**src/rtl/lfm_pkg.sv**
```systemverilog
package lfm_pkg;

  typedef enum logic [2:0] {
    IDLE_RUN,
    TEST_DISABLE,
    TEST_SETTLE,
    TEST_SAMPLE,
    FAULT
  } monState_t;

  typedef enum logic [1:0] {
    CAUSE_NONE   = 2'd0,
    CAUSE_GROUND = 2'd1,
    CAUSE_SUPPLY = 2'd2
  } faultCause_t;

  // strobes from control to datapath
  typedef struct packed {
    logic tickClr;
    logic tickInc;
    logic streakArm;
  } ctrlStrobes_t;

  // status from datapath to control
  typedef struct packed {
    logic gndSync;
    logic groundHit;
    logic periodDone;
    logic settleDone;
  } dpStatus_t;

endpackage

```
**src/rtl/lfm_datapath.sv**
```systemverilog
module lfm_datapath
  import lfm_pkg::*;
#(
  parameter int PERIOD      = 1024,
  parameter int SETTLE      = 8,
  parameter int SYNC_STAGES = 2,
  parameter int CONFIRM     = 2
) (
  input  logic         clk,
  input  logic         rstN,
  input  logic         pinGroundRaw,
  input  ctrlStrobes_t strobes,
  output dpStatus_t    status
);

  localparam int TW    = (PERIOD > 2) ? $clog2(PERIOD) : 1;
  localparam int SW    = $clog2(CONFIRM + 1);
  localparam int BLANK = SYNC_STAGES + 1;

  // comparator synchronizer chain
  logic [SYNC_STAGES-1:0] syncChain;

  generate
    if (SYNC_STAGES == 1) begin : g_sync1
      always_ff @(posedge clk or negedge rstN) begin
        if (!rstN) syncChain <= '0;
        else       syncChain <= pinGroundRaw;
      end
    end else begin : g_syncN
      always_ff @(posedge clk or negedge rstN) begin
        if (!rstN) syncChain <= '0;
        else       syncChain <= {syncChain[SYNC_STAGES-2:0], pinGroundRaw};
      end
    end
  endgenerate

  logic gndSync;
  assign gndSync = syncChain[SYNC_STAGES-1];

  // shared interval counter: running period and settle window
  logic [TW-1:0] tick;

  always_ff @(posedge clk or negedge rstN) begin
    if (!rstN)                tick <= '0;
    else if (strobes.tickClr) tick <= '0;
    else if (strobes.tickInc) tick <= tick + 1'b1;
  end

  logic blankDone;
  assign blankDone = (tick >= TW'(BLANK));

  // consecutive ground sample streak
  logic [SW-1:0] streak;
  logic qualify;
  assign qualify = strobes.streakArm && blankDone && gndSync;

  always_ff @(posedge clk or negedge rstN) begin
    if (!rstN)                    streak <= '0;
    else if (!qualify)            streak <= '0;
    else if (streak != SW'(CONFIRM)) streak <= streak + 1'b1;
  end

  assign status.gndSync    = gndSync;
  assign status.groundHit  = qualify && (streak >= SW'(CONFIRM - 1));
  assign status.periodDone = (tick == TW'(PERIOD - 1));
  assign status.settleDone = (tick == TW'(SETTLE - 1));

endmodule

```
**src/rtl/lfm_control.sv**
```systemverilog
module lfm_control
  import lfm_pkg::*;
(
  input  logic         clk,
  input  logic         rstN,
  input  dpStatus_t    status,
  output ctrlStrobes_t strobes,
  output monState_t    state,
  output faultCause_t  cause
);

  monState_t   stateNext;
  faultCause_t causeNext;

  always_comb begin
    stateNext         = state;
    causeNext         = cause;
    strobes.tickClr   = 1'b0;
    strobes.tickInc   = 1'b0;
    strobes.streakArm = (state == IDLE_RUN);
    unique case (state)
      IDLE_RUN: begin
        if (status.groundHit) begin
          stateNext = FAULT;
          causeNext = CAUSE_GROUND;
        end else if (status.periodDone) begin
          stateNext       = TEST_DISABLE;
          strobes.tickClr = 1'b1;
        end else begin
          strobes.tickInc = 1'b1;
        end
      end
      TEST_DISABLE: begin
        stateNext       = TEST_SETTLE;
        strobes.tickClr = 1'b1;
      end
      TEST_SETTLE: begin
        if (status.settleDone) begin
          stateNext       = TEST_SAMPLE;
          strobes.tickClr = 1'b1;
        end else begin
          strobes.tickInc = 1'b1;
        end
      end
      TEST_SAMPLE: begin
        if (status.gndSync) begin
          stateNext       = IDLE_RUN;
          strobes.tickClr = 1'b1;
        end else begin
          stateNext = FAULT;
          causeNext = CAUSE_SUPPLY;
        end
      end
      FAULT: begin
        stateNext = FAULT;
      end
      default: begin
        stateNext = FAULT;
        causeNext = CAUSE_SUPPLY;
      end
    endcase
  end

  always_ff @(posedge clk or negedge rstN) begin
    if (!rstN) begin
      state <= IDLE_RUN;
      cause <= CAUSE_NONE;
    end else begin
      state <= stateNext;
      cause <= causeNext;
    end
  end

endmodule

```
**src/rtl/laser_fault_monitor.sv**
```systemverilog
module laser_fault_monitor
  import lfm_pkg::*;
#(
  parameter int PERIOD      = 1024,
  parameter int SETTLE      = 8,
  parameter int SYNC_STAGES = 2,
  parameter int CONFIRM     = 2
) (
  input  logic       clk,
  input  logic       rstN,
  input  logic       pinGroundRaw,
  output logic       supplyEnN,
  output logic       driveKill,
  output logic       testSink,
  output logic       faultLatched,
  output logic [1:0] faultCause
);

  ctrlStrobes_t strobes;
  dpStatus_t    status;
  monState_t    state;
  faultCause_t  cause;

  lfm_datapath #(
    .PERIOD(PERIOD), .SETTLE(SETTLE),
    .SYNC_STAGES(SYNC_STAGES), .CONFIRM(CONFIRM)
  ) u_dp (
    .clk(clk), .rstN(rstN), .pinGroundRaw(pinGroundRaw),
    .strobes(strobes), .status(status)
  );

  lfm_control u_ctrl (
    .clk(clk), .rstN(rstN), .status(status),
    .strobes(strobes), .state(state), .cause(cause)
  );

  assign supplyEnN    = (state != IDLE_RUN);
  assign driveKill    = (state != IDLE_RUN);
  assign testSink     = (state == TEST_SETTLE) || (state == TEST_SAMPLE);
  assign faultLatched = (state == FAULT);
  assign faultCause   = cause;

endmodule

```
**config.mk**
```make
export PLATFORM = sky130hd
export DESIGN_NAME = laser_fault_monitor
export DESIGN_NICKNAME = d
export VERILOG_FILES = /design/src/rtl/lfm_pkg.sv /design/src/rtl/lfm_datapath.sv /design/src/rtl/lfm_control.sv /design/src/rtl/laser_fault_monitor.sv
export SDC_FILE = /design/constraint.sdc
export NUM_CORES = 1
export LEC_CHECK = 0
export BUFFER_PORTS_ARGS = -buffer_cell sky130_fd_sc_hd__buf_4
export CORE_UTILIZATION = 52
export CTS_CLUSTER_SIZE = 28
export DETAILED_ROUTE_END_ITERATION = 8
export GPL_TIMING_DRIVEN = 0
export PLACE_DENSITY_LB_ADDON = 0.15
export REMOVE_ABC_BUFFERS = 1
export SLEW_MARGIN = 20
export SYNTH_ARGS = -nofsm -noshare
export SYNTH_HDL_FRONTEND = slang
export SYNTH_SLANG_ARGS = --single-unit
```
**constraint.sdc**
```tcl
create_clock -name clk -period 2.1 [get_ports clk]
set_clock_uncertainty 0.05 [all_clocks]
set_input_delay 0.21 -clock clk [delete_from_list [all_inputs] [get_ports clk]]
set_output_delay 0.21 -clock clk [all_outputs]
set_load 0.02 [all_outputs]
```
==> reports/metrics.yaml, run 1 <==
run_status:
  status: "complete, no violations"
sta:
  fin_crit_sh_pct: 97.9
  finalMaxSlewViolations: 0
  tightest_slew_ps: 350
  fmax_ghz: 0.486
  setup_viol: 0
  finalHoldViolations: 0
  finalCriticalPeriod_ps: 2060
  max-slew-margin-rel_pct: 76.7
clock_network:
  cts_tree: "done"
  clockRootBuffer: "clkbuf_4"
  clock_latency_ps: 310
  htreeDepth: 1
  cts_buffers: 3
  clk_pin_slew_ps: 110
  clk_path_buf_depth: 2
  clkSinkCount: 19
finish:
  drive_above_1_share_pct: 24.2
  nFillCells: 169
  syn_to_final_growth_pct: 17.0
  antenna_cells: 0
  multiInputGateArea_um2: 598
  ff_latch_area_um2: 479
  fin_nets: 135
  final_cell_area_mm2: 0.00128
  final_cells: 155
run:
  max-cap-violations: 0
synthesis:
  synth.top_cell.area_share_pct: 43.3
  post-synth-top-count-cell: "dfrtp_1"
  synth_top_area_cell: "dfrtp_1"
  yosys_warnings: 0
  synth.ff_latch_count: 19
  synthCells: 111
  synth_common_cells: "19 x dfrtp_1, 8 x a21oi_1, 8 x nand2_1, 8 x nand3_1, 7 x nor2_1"
  synth_flop_cell: "dfrtp_1"
  syn_area_per_cell_um2: 9.90
  synth_area_leaders: "dfrtp_1 43%, a21oi_1 3.6%, mux2i_1 3.6%"
  yosysSeqAreaShare_pct: 43.3
  synth_edf_count: 0
  postSynth.asyncResetShare_pct: 100
  synth.distinct_cells: 39
  synth_area_mm2: 0.00110
grt:
  overflow: 0
  antenna_found_initial: 0
  grt_pass1_vias: 786
  grt_max_degree: 20
  grt_use_total_pct: 21.6
  grt_pass1_wl_um: 3330
route:
  vias_per_cell: 5.93
  ant_nets: 0
  vias: 919
  finalWirelength_um: 2210
  wire_per_inst_um: 14.2
  drc: 0
  first_iter_violations: 1
  firstDrtPassIters: 4
critical_path:
  r2r_slack_ps: 40
  cp-endpoint: "u_dp.tick[7]"
  critPathCaptureType: "register"
  reg2reg_to: "u_dp.tick[7]"
  worst-r2r-cell-count: 5
  cp_data_required_time_ps: 2280
  crit_start: "u_dp.tick[4]"
  critical_path_class: "register to register"
  cp-start-kind: "register"
  timing.rr.start: "u_dp.tick[4]"
  worst_ep_arrival_time_ps: 2240
  critPathMaxFanout: 7
placement:
  routabilityCongestion: 0.786
  placed_cells: 143
  io_buffers: 8
  dp_hpwl_um: 1480
  placed_cell_area_mm2: 0.00116
power_and_ir_drop:
  peakVddDrop_mv: 0.512
  p_leak_nw: 0.530
  power_density_mw_per_mm2: 889
  total_power_w: 0.00114
floorplanning:
  dieArea_mm2: 0.00230
  ioPinCount: 9
  placementRows: 16
  dieWidth_um: 48.0
  fp.dieH_um: 48.0
  initial_core_util_pct: 55.4
  coreArea_mm2: 0.00198
min_path:
  hp-class: "primary input to async pin"
metrics by stage:
stage / util, % / worst slack [ps] / TNS, ps / hold slack [ps]
final: 64.8 / 43.8 / 0 / 248
after global routing: 64.8 / -25.1 / -48.1 / 282
after CTS: 61.6 / 1.99 / 0 / 254
after detailed placement: 58.6 / -60.9 / -117 / 50.3
after global placement: 58.6 / -25.5 / -45.5 / 47.3
after floorplan: - / 6.21 / 0 / -136
worst min path at each step:
stage                     from              end  slack, ps
after floorplan           rstN  u_ctrl.cause[0]       -140
after global placement    rstN     u_dp.tick[4]         50
after detailed placement  rstN     u_dp.tick[5]         50
after CTS                 rstN     u_dp.tick[4]        250
after global routing      rstN     u_dp.tick[4]        280
final                     rstN     u_dp.tick[4]        250
per-layer routing:
| layer | vias up | global-route usage, % | share of wire (%) |
|---|---|---|---|
| met5 | - | 0 | 0 |
| met4 | 0 | 7.22 | 1.3 |
| met3 | 5 | 8.30 | 4.5 |
| met2 | 21 | 35.7 | 49 |
| met1 | 444 | 25.8 | 45 |
| li1 | 449 | - | - |
cell type report:
type                            instances  share of cell area, %
Clock buffer                            4                   2.04
Tap cell                               27                   2.63
Multi-Input combinational cell         83                   46.5
Inverter                                6                   1.75
Sequential cell                        19                   37.3
Timing Repair Buffer                   16                   9.74
kinds of logic (layout without fill, tap and decap cells):
logic type                 Yosys count  count (layout)  synth area share [%]
muxes                                4               4                  3.64
buffers and inverters                9              26                  4.78
xor gates and xnor gates             2               2                  1.59
and+or+nand+nor                     51              51                  27.7
AOI/OAI and AO/OA                   23              23                  15.6
DFF                                 19              19                  43.3
adders and majority gates            3               3                  3.42
sequential cells by signal (all words and copies together) (netlist names):
register	count
u_ctrl.cause	2
u_ctrl.state	3
u_dp.streak	2
u_dp.syncChain	2
u_dp.tick	10
report_power, final:
group | internal, W | leakage [nW] | switching (W) | total, W
combinational | 0.000202 | 0.276 | 0.000227 | 0.000429
sequential | 0.000432 | 0.240 | 0.0000953 | 0.000527
clock | 0.0000742 | 0.0150 | 0.000112 | 0.000186
total | 0.000708 | 0.530 | 0.000435 | 0.00114
critical path: stages, from the launching register on:
cell     delay [ps]
dfrtp_2         470
nor4_4          390
a311o_2         340
a21oi_4         110
or4_1           470
a21oi_1         150
layout by cell type (no fill, tap or decap), types with 2 or more instances in the layout:
cell type	Yosys	routed
nand2b_1	2	2
nor2_1	7	7
nand3_1	8	8
dfrtp_2	0	3
nor3b_1	2	2
dlygate4sd3_1	0	2
clkbuf_4	0	3
inv_1	6	5
nor2b_1	2	2
buf_4	1	14
dfrtp_1	19	16
ha_1	3	3
or3_1	3	3
or4_1	2	2
o21ai_0	3	3
nor4_1	2	2
nand4_1	5	5
and2_1	2	2
o31ai_1	2	2
a21oi_1	8	8
a21o_1	2	2
mux2i_1	4	4
nand2_1	8	8
what timing repair did:
item                                    4_1_cts  5_1_grt
endpoints found under the setup margin        2       10
pin swaps                                     0        6
setup buffers                                 0        6
gates resized for setup                       2        7
hold buffers                                  2        0
hold endpoints to repair                     20        0
(Power assumes the default switching activity.)
==> run 2: changes to the inputs <==
--- a/config.mk
+++ b/config.mk
@@ -8,3 +8,3 @@
 export BUFFER_PORTS_ARGS = -buffer_cell sky130_fd_sc_hd__buf_4
-export CORE_UTILIZATION = 52
+export CORE_UTILIZATION = 48
 export CTS_CLUSTER_SIZE = 28
--- a/constraint.sdc
+++ b/constraint.sdc
@@ -4,2 +4,2 @@
 set_output_delay 0.21 -clock clk [all_outputs]
-set_load 0.02 [all_outputs]
+set_load 0.1 [all_outputs]
==> run 2 against run 1 <==
Compared with the run above:
- register-to-register slack better by 40 ps
- critical path depth unchanged
- wire length up 3.3%
- die area up 8.0%
- flip-flop and latch count unchanged
- maximum frequency up 1.9%
- first-iteration DRC count rose to 16 times the previous value
- core utilization down 2.3 points
- design area up 0.29%
- worst hold slack better by 5.3 ps
- largest cell class unchanged
- largest power group is now combinational cells
==> reports/metrics.yaml, run 2 (synthesis gave the netlist of run 1 again) <==
run_status:
  status: "complete, no violations"
power_and_ir_drop:
  p_leak_nw: 0.529
  switching_share_pct: 46.6
  intPower_w: 0.000705
  p_clk_share_pct: 14.6
  power.switching_w: 0.000615
  power_frac_seq_pct: 39.8
  pwr-share-comb_pct: 45.6
  peakVddDrop_mv: 0.669
  power_density_mw_per_mm2: 1020
finish:
  layout_commonest_cell: "dfrtp_1"
  final_cells: 154
  fin_nets: 134
  mostFrequentLayoutCells: "18 x dfrtp_1, 13 x buf_4, 8 x nand3_1, 8 x nand2_1, 8 x a21oi_1"
  largest-register: "u_dp.tick"
  largest_register_ffs: 10
  reg_top3: "u_dp.tick (10), u_ctrl.state (3)"
  drive_above_1_share_pct: 22.8
  syn_to_final_growth_pct: 17.3
  antenna_cells: 0
sta:
  finalCriticalPeriod_ps: 2020
  setup_slack_ps: 82.7
  finalHoldViolations: 0
  holdWs_ps: 253
  setup_viol: 0
  fmax_ghz: 0.496
  fin_crit_sh_pct: 96.1
  max-slew-margin-rel_pct: 75.2
  finalMaxSlewViolations: 0
  tightest_slew_ps: 370
clock_network:
  clockRootBuffer: "clkbuf_4"
  cts_buffers: 3
  cts_tree: "done"
  clock_latency_ps: 300
  clk_pin_slew_ps: 110
  htreeDepth: 1
  clkSinkCount: 19
  clk_path_buf_depth: 2
route:
  wire_per_inst_um: 14.8
  vias_per_cell: 5.76
  firstDrtPassIters: 4
  ant_nets: 0
  first_iter_violations: 16
  finalWirelength_um: 2280
  drc: 0
  vias: 887
grt:
  grt_max_degree: 20
  use_met1_pct: 26.7
  grt_util_met2_pct: 33.6
  grt_busiest_layer: "met2"
  antenna_found_initial: 0
  use_met3_pct: 5.56
  grt_pass1_vias: 830
  grt_use_total_pct: 20.6
  overflow: 0
  grt_pass1_wl_um: 3820
placement:
  io_buffers: 8
  routabilityCongestion: 0.802
  dp_hpwl_um: 1530
  placed_cells: 143
  place_ws_ps: -84.4
critical_path:
  cp-endpoint: "u_dp.tick[7]"
  r2r_slack_ps: 80
  critPathMaxFanout: 11
  cp_data_required_time_ps: 2280
  critPathCaptureType: "register"
  reg2reg_to: "u_dp.tick[7]"
  critical_path_class: "register to register"
  worst_ep_arrival_time_ps: 2200
  crit_start: "u_ctrl.state[0]"
  worst-r2r-cell-count: 5
  cp-start-kind: "register"
  timing.rr.start: "u_ctrl.state[0]"
run:
  max-cap-violations: 0
floorplanning:
  fp.dieH_um: 49.8
  ioPinCount: 9
  dieArea_mm2: 0.00248
  dieWidth_um: 49.8
  coreArea_mm2: 0.00206
  initial_core_util_pct: 53.3
  placementRows: 16
min_path:
  hp-class: "primary input to async pin"
[run 2: power groups by stage]
stage | Sequential [W] | Clock, W | Combinational [W]
detailed placement | 0.000525 | 0 | 0.000531
finish | 0.000526 | 0.000193 | 0.000602
global placement | 0.000522 | 0 | 0.000524
global route | 0.000538 | 0.000214 | 0.000649
CTS | 0.000522 | 0.000201 | 0.000561
floorplan | 0.000524 | 0 | 0.000413
[run 2: worst min path at each step]
stage	startpoint	to	depth (start not counted)
2_1_floorplan	rstN	u_ctrl.cause[0]	0
3_3_place_gp	rstN	u_dp.tick[5]	1
3_5_place_dp	rstN	u_dp.tick[5]	1
4_1_cts	rstN	u_dp.tick[8]	2
5_1_grt	rstN	u_dp.tick[8]	2
6_report	rstN	u_dp.tick[8]	2
[run 2: cell type report]
type	count	area [um2]
repair buffers	15	118
clock buffers	3	22.5
clock inverters	1	7.51
flip-flops and latches	19	477
fillers	176	773
multi-input cells	83	608
inverters	6	22.5
well taps	27	33.8
[run 2: stage by stage]
step / total power (W) / setup TNS [ps] / cell area (um2) / util, %
2_1_floorplan: 0.000937 / -8120 / 1070 / -
3_3_place_gp: 0.00105 / -118 / 1160 / 56.4
3_5_place_dp: 0.00106 / -154 / 1160 / 56.4
4_1_cts: 0.00128 / 0 / 1250 / 60.6
5_1_grt: 0.00140 / -23.0 / 1290 / 62.5
6_report: 0.00132 / 0 / 1290 / 62.5
[run 2: repair_timing]
item	4_1_cts	5_1_grt
setup endpoints to repair	3	7
hold endpoints to repair	20	0
hold buffers	2	0
pin swaps	2	3
gates cloned	0	0
setup buffers	3	2
gates resized for setup	2	6
[run 2: critical path, stage by stage (launching register included)]
cell,delay [ps]
dfrtp_1,490
or3b_4,480
a31oi_4,210
a21oi_4,90
or4_1,480
a21oi_1,150
[run 2: per-layer routing]
metal / routed length (um) / up-vias
met1: 1080 / 422
met5: 0 / -
met2: 1100 / 16
met4: 17 / 0
met3: 79 / 4
li1: - / 445
